<file path="src/rtl/spi_master_regs.sv">
module spi_master_regs #(
  parameter int DATA_W     = 8,
  parameter int FIFO_DEPTH = 16,
  parameter int NUM_SS     = 8,
  parameter int CLK_DIV    = 2
) (
  input  logic              clk,
  input  logic              rst_n,
  input  logic              bus_wr,
  input  logic              bus_rd,
  input  logic [7:0]        bus_addr,
  input  logic [31:0]       bus_wdata,
  output logic [31:0]       bus_rdata,
  output logic              sclk,
  output logic              mosi,
  input  logic              miso,
  output logic [NUM_SS-1:0] ss_n
);
  localparam int PW  = (FIFO_DEPTH > 1) ? $clog2(FIFO_DEPTH) : 1;
  localparam int CW  = $clog2(FIFO_DEPTH + 1);
  localparam int DVW = $clog2(CLK_DIV + 1);
  localparam int ECW = $clog2(2 * DATA_W + 1);
  localparam logic [7:0] A_CTRL = 8'h60;
  localparam logic [7:0] A_STAT = 8'h64;
  localparam logic [7:0] A_TXD  = 8'h68;
  localparam logic [7:0] A_RXD  = 8'h6C;
  localparam logic [7:0] A_SEL  = 8'h70;
  localparam logic [9:0] CTRL_KEEP = 10'h39F;

  function automatic logic [PW-1:0] nxt(input logic [PW-1:0] p);
    return (p == PW'(FIFO_DEPTH - 1)) ? '0 : p + PW'(1);
  endfunction

  logic [9:0]  ctrl;
  logic [31:0] sel;
  wire c_loop = ctrl[0], c_en = ctrl[1], c_mst = ctrl[2], c_cpol = ctrl[3];
  wire c_cpha = ctrl[4], c_man = ctrl[7], c_hold = ctrl[8], c_lsb = ctrl[9];

  wire wr_ctrl = bus_wr && bus_addr == A_CTRL;
  wire tx_clr  = wr_ctrl && bus_wdata[5];
  wire rx_clr  = wr_ctrl && bus_wdata[6];

  always_ff @(posedge clk) begin
    if (!rst_n) begin
      ctrl <= '0;
      sel  <= '1;
    end else begin
      if (wr_ctrl) ctrl <= bus_wdata[9:0] & CTRL_KEEP;
      if (bus_wr && bus_addr == A_SEL) sel <= bus_wdata;
    end
  end

  // transmit queue
  logic [DATA_W-1:0] tx_mem [FIFO_DEPTH];
  logic [PW-1:0]     tx_wp, tx_rp;
  logic [CW-1:0]     tx_cnt;
  logic              start;
  wire tx_full  = tx_cnt == CW'(FIFO_DEPTH);
  wire tx_empty = tx_cnt == '0;
  wire tx_push  = bus_wr && bus_addr == A_TXD && !tx_full;
  wire tx_pop   = start;

  always_ff @(posedge clk) begin
    if (tx_push && !tx_clr) tx_mem[tx_wp] <= bus_wdata[DATA_W-1:0];
  end

  always_ff @(posedge clk) begin
    if (!rst_n || tx_clr) begin
      tx_wp  <= '0;
      tx_rp  <= '0;
      tx_cnt <= '0;
    end else begin
      if (tx_push) tx_wp <= nxt(tx_wp);
      if (tx_pop)  tx_rp <= nxt(tx_rp);
      tx_cnt <= tx_cnt + CW'(tx_push) - CW'(tx_pop);
    end
  end

  // shift engine
  logic              busy, phase;
  logic [DVW-1:0]    div_cnt;
  logic [ECW-1:0]    edge_cnt;
  logic [DATA_W-1:0] tx_sr, rx_sr;

  assign start = !busy && c_en && c_mst && !c_hold && !tx_empty;

  wire             tick     = busy && div_cnt == DVW'(CLK_DIV - 1);
  wire [ECW-1:0]   edge_num = edge_cnt + ECW'(1);
  wire             leading  = edge_num[0];
  wire             smp_edge = tick && (leading ^ c_cpha);
  wire             last     = tick && edge_num == ECW'(2 * DATA_W);
  wire             shf_edge = tick && !(leading ^ c_cpha) &&
                              (c_cpha ? edge_num != ECW'(1) : !last);

  assign mosi = c_lsb ? tx_sr[0] : tx_sr[DATA_W-1];
  wire rx_in = c_loop ? mosi : miso;
  wire [DATA_W-1:0] rx_next = c_lsb ? {rx_in, rx_sr[DATA_W-1:1]}
                                    : {rx_sr[DATA_W-2:0], rx_in};
  wire [DATA_W-1:0] rx_word = smp_edge ? rx_next : rx_sr;
  wire word_done = last;

  always_ff @(posedge clk) begin
    if (!rst_n) begin
      busy     <= 1'b0;
      phase    <= 1'b0;
      div_cnt  <= '0;
      edge_cnt <= '0;
      tx_sr    <= '0;
      rx_sr    <= '0;
    end else if (start) begin
      busy     <= 1'b1;
      phase    <= 1'b0;
      div_cnt  <= '0;
      edge_cnt <= '0;
      tx_sr    <= tx_mem[tx_rp];
      rx_sr    <= '0;
    end else if (busy) begin
      if (tick) begin
        div_cnt  <= '0;
        edge_cnt <= edge_num;
        phase    <= ~phase;
        if (smp_edge) rx_sr <= rx_next;
        if (shf_edge) tx_sr <= c_lsb ? (tx_sr >> 1) : (tx_sr << 1);
        if (last) busy <= 1'b0;
      end else begin
        div_cnt <= div_cnt + DVW'(1);
      end
    end
  end

  assign sclk = c_cpol ^ phase;
  assign ss_n = (c_man || busy || start) ? sel[NUM_SS-1:0] : '1;

  // receive queue
  logic [DATA_W-1:0] rx_mem [FIFO_DEPTH];
  logic [PW-1:0]     rx_wp, rx_rp;
  logic [CW-1:0]     rx_cnt;
  wire rx_full  = rx_cnt == CW'(FIFO_DEPTH);
  wire rx_empty = rx_cnt == '0;
  wire rx_push  = word_done && !rx_full;
  wire rx_pop   = bus_rd && bus_addr == A_RXD && !rx_empty;

  always_ff @(posedge clk) begin
    if (rx_push && !rx_clr) rx_mem[rx_wp] <= rx_word;
  end

  always_ff @(posedge clk) begin
    if (!rst_n || rx_clr) begin
      rx_wp  <= '0;
      rx_rp  <= '0;
      rx_cnt <= '0;
    end else begin
      if (rx_push) rx_wp <= nxt(rx_wp);
      if (rx_pop)  rx_rp <= nxt(rx_rp);
      rx_cnt <= rx_cnt + CW'(rx_push) - CW'(rx_pop);
    end
  end

  always_comb begin
    case (bus_addr)
      A_CTRL:  bus_rdata = {22'd0, ctrl};
      A_STAT:  bus_rdata = {27'd0, 1'b0, tx_full, tx_empty, rx_full, rx_empty};
      A_RXD:   bus_rdata = rx_empty ? 32'd0 : 32'(rx_mem[rx_rp]);
      A_SEL:   bus_rdata = sel;
      default: bus_rdata = 32'd0;
    endcase
  end

  a_r4_hold_blocks_start: assert property (@(posedge clk) disable iff (!rst_n)
    (!busy && c_hold) |=> !busy);

  a_r11_start_needs_enable: assert property (@(posedge clk) disable iff (!rst_n)
    $rose(busy) |-> $past(c_en && c_mst));

  a_r7_idle_clock_level: assert property (@(posedge clk) disable iff (!rst_n)
    !busy |-> sclk == c_cpol);

  a_r3_full_write_dropped: assert property (@(posedge clk) disable iff (!rst_n)
    (tx_full && bus_wr && bus_addr == A_TXD && !tx_pop && !tx_clr)
      |=> tx_cnt == CW'(FIFO_DEPTH));

  a_r9_full_rx_discard: assert property (@(posedge clk) disable iff (!rst_n)
    (word_done && rx_full && !rx_pop && !rx_clr) |=> rx_cnt == CW'(FIFO_DEPTH));

  a_r9_one_word_per_shift: assert property (@(posedge clk) disable iff (!rst_n)
    (word_done && !rx_full && !rx_pop && !rx_clr) |=> rx_cnt == $past(rx_cnt) + CW'(1));
endmodule

</file>
<file path="config.mk">
export PLATFORM = sky130hd
export DESIGN_NAME = spi_master_regs
export DESIGN_NICKNAME = d
export VERILOG_FILES = /design/src/rtl/spi_master_regs.sv
export SDC_FILE = /design/constraint.sdc
export NUM_CORES = 1
export LEC_CHECK = 0
export CAP_MARGIN = 5
export CORE_MARGIN = 3
export CORE_UTILIZATION = 60
export CTS_BUF_LIST = sky130_fd_sc_hd__clkbuf_2 sky130_fd_sc_hd__clkbuf_4 sky130_fd_sc_hd__clkbuf_8
export DETAILED_ROUTE_END_ITERATION = 16
export PLACE_DENSITY = 0.79
export SYNTH_ARGS = -nofsm -noshare
export SYNTH_HDL_FRONTEND = slang
export SYNTH_SLANG_ARGS = --single-unit
</file>
<file path="constraint.sdc">
create_clock -name clk -period 5.37 [get_ports clk]
set_input_delay 1.074 -clock clk [delete_from_list [all_inputs] [get_ports clk]]
set_output_delay 1.074 -clock clk [all_outputs]
set_load 0.01 [all_outputs]
</file>
==> impl_metrics.csv, run 1 <==
group,metric,value,unit
setup_path,cp_max_fo,8,
placement,io_buffers,86,
logic_synthesis,synth_xor_area_frac,0.0101,
pwr,p_seq_frac,0.556,
sta,relSlewSlack,0.171,
logic_synthesis,synth-main-ff-cell,"edfxtp_1",
sta,fmax,205,MHz
floorplanning,initial_utilization,0.620,
clock_network,htreeDepth,2,
placement,gp_congestion,0.855,
logic_synthesis,synth_nets,1089,
pwr,p_switching,0.00104,W
sta,clock_skew,0.0158,ns
logic_synthesis,async_flop_share,0,
logic_synthesis,synth-seq-area-share,0.655,
logic_synthesis,synthAdderAreaFrac,0.0239,
drt,via_per_inst,5.98,
clock_network,clk_pin_slew_worst_paths,0.05,ns
logic_synthesis,synthMuxAreaShare,0.140,
pwr,ir_drop,276,µV
final_layout,final_common_cell,"edfxtp_1",
floorplanning,die_h,163,µm
global_route,grt-ovfl-total,0,
drt,firstDrtPassIters,5,
floorplanning,pin_count,87,
clock_network,clock_latency,0.58,ns
drt,vias,8914,
clock_network,post-cts-setup-buffers,0,
final_layout,syn2layout_area_growth,15.7,%
sta,tightestPinTransition,1.21,ns
sta,min_period,4.88,ns
logic_synthesis,synth-seq-cells,355,
pwr,p_leak,5.58,nW
pwr,p_int,0.00421,W
clock_network,numCtsBuffers,54,
pwr,p_comb_frac,0.018,
logic_synthesis,ys_warn_count,0,
sta,setup_viol,0,
setup_path,crit_arrival,3.81,ns
placement,dp_hpwl,21900,µm
final_layout,drive_gt1_frac,0.178,
drt,routed_wl,32400,µm
logic_synthesis,synth_edf_count,256,
floorplanning,design.core.area,0.0238,mm²
drt,wl_per_cell,21.7,µm
pwr,power.density,308,mW/mm²
logic_synthesis,syn_avg_cell_area,14.5,µm²
worst_hold_path,hp-class,"reg -> reg",
clock_network,cts-hold-fix-buffers,0,
logic_synthesis,syn_area,0.0148,mm²
sta,timing.final.max_slew_violations,0,
final_layout,layout_common_cells,"256 x edfxtp_1, 105 x nand2_1, 97 x dfxtp_1",
sta,setup_tns,0,ns
global_route,grt_pass1_wl,50900,µm
clock_network,cts.sink_count,355,
final_layout,regArea,0.00967,mm²
logic_synthesis,netlist_instances,1017,
clock_network,cts_buffer_depth,3,
global_route,antenna_found_initial,0,
logic_synthesis,yosysUniqueCellTypes,60,
run,maxCapViolCount,0,
pwr,clkPwrFrac,0.426,
clock_network,post_cts_resized,0,
logic_synthesis,synth_compound_area_frac,0.0445,
status,status,"completed",
floorplanning,rows,56,
drt,final_antenna_net_count,0,
final_layout,nets,1199,
global_route,grt_pass1_vias,9012,
drt,drt_iter0_markers,745,
final_layout,diodes,0,
logic_synthesis,synth_top_family_by_area,"multiplexers",
sta,hold_violations,0,
sta,fin_crit_sh,0.909,
drt,drc_errors,0,
logic_synthesis,synthSimpleGateAreaFrac,0.101,
setup_path,crit_type,"in -> out",
setup_path,critPathLaunchType,"input pin",
pwr,switching_share,0.199,
floorplanning,die_area,0.0265,mm²
setup_path,crit_path_end_kind,"primary output",
final_layout,fillers,1573,
sta,rsz0062_at_grt,"no",
setup_path,required,4.30,ns
final_layout,multi_input_area,0.00473,mm²
sta,hold_ws,0.449,ns
clock_network,cts_tree,"yes",
clock_network,cts_root_buf,"clkbuf_8",
floorplanning,die-width,163,µm
global_route,grt_usage,0.251,
global_route,grt_start_max_net_pins,41,
## metrics by stage
step	worst slack, ns	area, µm²	cells	power, W	utilization
CTS	0.519	17100	1489	0.00529	0.717
global placement	0.536	16000	1389	0.00308	0.671
floorplan	1.66	14800	1017	0.00301	-
finish	0.487	17100	1490	0.00526	0.717
global route	0.359	17100	1490	0.00541	0.717
detailed placement	0.553	16000	1389	0.00308	0.671
## worst max-delay path: stages
cell,delay [ns]
clkdlybuf4s50_1,0.50
or4b_1,0.60
or3_1,0.54
o21ai_0,0.46
clkdlybuf4s50_1,0.63
## cells in the mapped netlist (3+ instances only)
cell type  instances  share of area
nor2_1            71          0.018
nor3_1            11         0.0037
buf_1              6         0.0015
nand3_1           39          0.013
nand2_1          105          0.027
xor2_1            10         0.0059
ha_1              25          0.021
buf_4              3         0.0015
clkbuf_1          31         0.0079
xnor2_1            7         0.0042
nor2b_1            8         0.0034
a211o_1            6         0.0036
a21oi_1           36          0.012
a41oi_1            6         0.0036
inv_1             36         0.0092
o21ai_0           22         0.0075
a311oi_1           3         0.0018
a21o_1             3         0.0015
and3_1            24          0.010
o21ai_1            6         0.0020
nand4_1            8         0.0034
dfxtp_1           99           0.13
mux4_2            73           0.11
or2_2              8         0.0034
a22oi_1            6         0.0031
or3_1              6         0.0025
edfxtp_1         256           0.52
nand2b_1           5         0.0021
mux2_2             5         0.0038
a31oi_1            3         0.0013
buf_2             15         0.0051
mux2i_1           36          0.024
## final timing paths
kind | from | endpoint | slack [ns] | depth (start not counted)
setup / recovery | bus_addr[1] | bus_rdata[0] | 0.49 | 5
hold / removal | div_cnt[1]$_SDFFE_PP0P_ | div_cnt[1]$_SDFFE_PP0P_ | 0.45 | 2
setup reg to reg | edge_cnt[0]$_SDFFE_PP0P_ | rx_cnt[4]$_SDFF_PP0_ | 1.79 | 14
hold reg to reg | div_cnt[1]$_SDFFE_PP0P_ | div_cnt[1]$_SDFFE_PP0P_ | 0.45 | 2
## logic make-up after synthesis
| kind of cell | after synthesis |
|---|---|
| DFF | 355 |
| and+or+nand+nor | 305 |
| muxes | 114 |
| AOI/OAI and AO/OA | 105 |
| buffers and inverters | 94 |
| adders and majority gates | 27 |
| xor gates and xnor gates | 17 |
## registers in the layout, summed over array words and instances (netlist names), named ones only
name / cells
div_cnt: 2
sel: 32
tx_rp: 4
rx_sr: 8
tx_cnt: 5
phase: 1
tx_mem: 128
ctrl: 8
rx_cnt: 5
tx_wp: 4
busy: 1
tx_sr: 8
rx_mem: 128
edge_cnt: 5
rx_wp: 4
rx_rp: 4
## power by group through the flow
stage | clock network, W | logic [W] | registers, W
finish | 0.00224 | 0.0000946 | 0.00293
global route | 0.00238 | 0.000102 | 0.00293
CTS | 0.00227 | 0.0000945 | 0.00293
detailed placement | 0 | 0.0000940 | 0.00298
global placement | 0 | 0.0000921 | 0.00298
floorplan | 0 | 0.0000277 | 0.00298
## layer usage
layer	vias up	global-route usage	wire length (µm)	part of all wire
li1	4064	-	-	-
met1	4455	0.326	12700	0.39
met2	331	0.440	17000	0.53
met3	64	0.0366	1700	0.053
met4	0	0.0846	896	0.028
met5	-	0	0	0
## layout make-up
type / count / area share
Clock buffer: 77 / 0.0540
Tap cell: 319 / 0.0234
Timing Repair Buffer: 110 / 0.0609
Multi-Input combinational cell: 568 / 0.277
Clock inverter: 23 / 0.0104
Sequential cell: 355 / 0.566
Inverter: 38 / 0.00835
Power figures use the tool's default switching activity.
==> run 2: changes to the inputs <==
--- a/config.mk
+++ b/config.mk
@@ -11,6 +11,7 @@
 export CTS_BUF_LIST = sky130_fd_sc_hd__clkbuf_2 sky130_fd_sc_hd__clkbuf_4 sky130_fd_sc_hd__clkbuf_8
 export DETAILED_ROUTE_END_ITERATION = 16
 export PLACE_DENSITY = 0.79
+export SLEW_MARGIN = 20
 export SYNTH_ARGS = -nofsm -noshare
 export SYNTH_HDL_FRONTEND = slang
 export SYNTH_SLANG_ARGS = --single-unit
==> impl_metrics.csv, run 2 (synthesis gave the netlist of run 1 again) <==
group,metric,value,unit
sta,rsz0062_at_grt,"no",
setup_path,critPathLaunchType,"input pin",
pwr,p_leak,5.57,nW
setup_path,crit_arrival,3.80,ns
sta,tightestPinTransition,1.05,ns
final_layout,reg.largest.list,"rx_mem (128), tx_mem (128), sel (32)",
setup_path,cpMaxStageDelayCell,"clkdlybuf4s50_1",
drt,maxUsedRoutingLayer,"met4",
floorplanning,design.core.area,0.0238,mm²
drt,route.met2.wl,17100,µm
global_route,grt-ovfl-total,0,
drt,via_per_inst,6.00,
final_layout,post-route-util,0.718,
global_route,grt_pass1_wl,50900,µm
pwr,p_seq_frac,0.557,
final_layout,final_common_cell,"edfxtp_1",
drt,wl_per_cell,21.8,µm
placement,dp_hpwl,21900,µm
clock_network,htreeDepth,2,
clock_network,post_cts_resized,0,
clock_network,cts-hold-fix-buffers,0,
setup_path,crit_path_end_kind,"primary output",
pwr,power.density,307,mW/mm²
setup_path,path_cells,"clkdlybuf4s50_1, or4b_1, or3_1, o21ai_0, clkdlybuf4s50_1",
final_layout,diodes,0,
pwr,switching_share,0.198,
floorplanning,rows,56,
final_layout,syn2layout_area_growth,15.9,%
floorplanning,pin_count,87,
sta,clock_skew,0.0141,ns
clock_network,cts_root_buf,"clkbuf_8",
global_route,grt_pass1_vias,9012,
drt,routed_wl,32500,µm
floorplanning,die_area,0.0265,mm²
sta,fin_crit_sh,0.907,
drt,final_antenna_net_count,0,
sta,timing.final.max_slew_violations,0,
sta,fmax,205,MHz
sta,setup_tns,0,ns
clock_network,post-cts-setup-buffers,0,
global_route,grt_start_max_net_pins,41,
floorplanning,die_h,163,µm
placement,dp_slack,0.553,ns
placement,io_buffers,86,
drt,vias,8937,
sta,hold_violations,0,
final_layout,drive_gt1_frac,0.187,
drt,drc_errors,0,
placement,gp_congestion,0.855,
floorplanning,die-width,163,µm
floorplanning,initial_utilization,0.620,
pwr,p_switching,0.00104,W
final_layout,nets,1198,
drt,wl_met1,12600,µm
pwr,p_comb_frac,0.018,
drt,met3WireLength,1850,µm
setup_path,cpMostUsedCell,"clkdlybuf4s50_1",
final_layout,layout_common_cells,"256 x edfxtp_1, 104 x nand2_1, 97 x dfxtp_1",
sta,relSlewSlack,0.299,
setup_path,cp_top_family,"buffers and inverters",
clock_network,cts.sink_count,355,
pwr,clkPwrFrac,0.425,
pwr,ir_drop,277,µV
clock_network,clk_pin_slew_worst_paths,0.06,ns
drt,drt_iter0_markers,708,
setup_path,timing.critical_path.buf_inv,2,
setup_path,crit_type,"in -> out",
worst_hold_path,hp-class,"reg -> reg",
clock_network,cts_tree,"yes",
global_route,antenna_found_initial,0,
setup_path,cpPeakStageDelay,0.63,ns
run,maxCapViolCount,0,
drt,firstDrtPassIters,5,
status,status,"completed",
clock_network,clock_latency,0.57,ns
clock_network,numCtsBuffers,54,
setup_path,cp_max_fo,8,
sta,fin_ws,0.499,ns
pwr,p_int,0.00421,W
sta,min_period,4.87,ns
sta,setup_viol,0,
setup_path,required,4.30,ns
clock_network,cts_buffer_depth,3,
global_route,grt_usage,0.251,
-- run 2: metrics by stage --
stage	std cells	total power, W	area, µm²	hold slack [ns]
after floorplan	1017	0.00301	14800	0.413
final	1489	0.00526	17100	0.444
after global routing	1489	0.00541	17100	0.478
after detailed placement	1389	0.00308	16000	0.438
after CTS	1489	0.00529	17100	0.446
after global placement	1389	0.00308	16000	0.427
-- run 2: power by group through the flow --
stage | Clock (W) | Combinational (W) | Sequential [W]
after floorplan | 0 | 0.0000277 | 0.00298
after global placement | 0 | 0.0000921 | 0.00298
after detailed placement | 0 | 0.0000940 | 0.00298
after CTS | 0.00227 | 0.0000945 | 0.00293
after global routing | 0.00238 | 0.000102 | 0.00293
final | 0.00224 | 0.0000948 | 0.00293
-- run 2: routing by layer --
layer,vias to the layer above,track usage
met5,-,0
met4,0,0.0846
met3,66,0.0366
met2,333,0.440
met1,4481,0.326
li1,4057,-
-- run 2: layout make-up --
class | count | area (µm²)
Tap cell | 319 | 399
Clock inverter | 23 | 178
Multi-Input combinational cell | 568 | 4770
Clock buffer | 77 | 922
Sequential cell | 355 | 9670
Fill cell | 1566 | 6710
Inverter | 38 | 143
Timing Repair Buffer | 109 | 1030
-- run 2: path summary, 6_finish.rpt --
kind                            slack [ns]                     start  cells past startpoint                 endpoint
worst min-delay path                  0.44   div_cnt[1]$_SDFFE_PP0P_                      2  div_cnt[1]$_SDFFE_PP0P_
worst min register to register        0.44   div_cnt[1]$_SDFFE_PP0P_                      2  div_cnt[1]$_SDFFE_PP0P_
worst max register to register        1.78  edge_cnt[0]$_SDFFE_PP0P_                     14     rx_cnt[4]$_SDFF_PP0_
worst max-delay path                  0.50               bus_addr[2]                      5             bus_rdata[0]
-- run 2: worst register-to-register path, cell delays in order (launching register included) --
cell     delay [ns]
dfxtp_1        0.48
ha_1           0.27
a41o_1         0.58
and4b_1        0.56
inv_2          0.11
ha_1           0.29
inv_1          0.04
ha_1           0.18
inv_1          0.07
fa_1           0.19
inv_1          0.06
a21oi_1        0.12
nor2_1         0.07
or3_1          0.34
a21oi_1        0.15
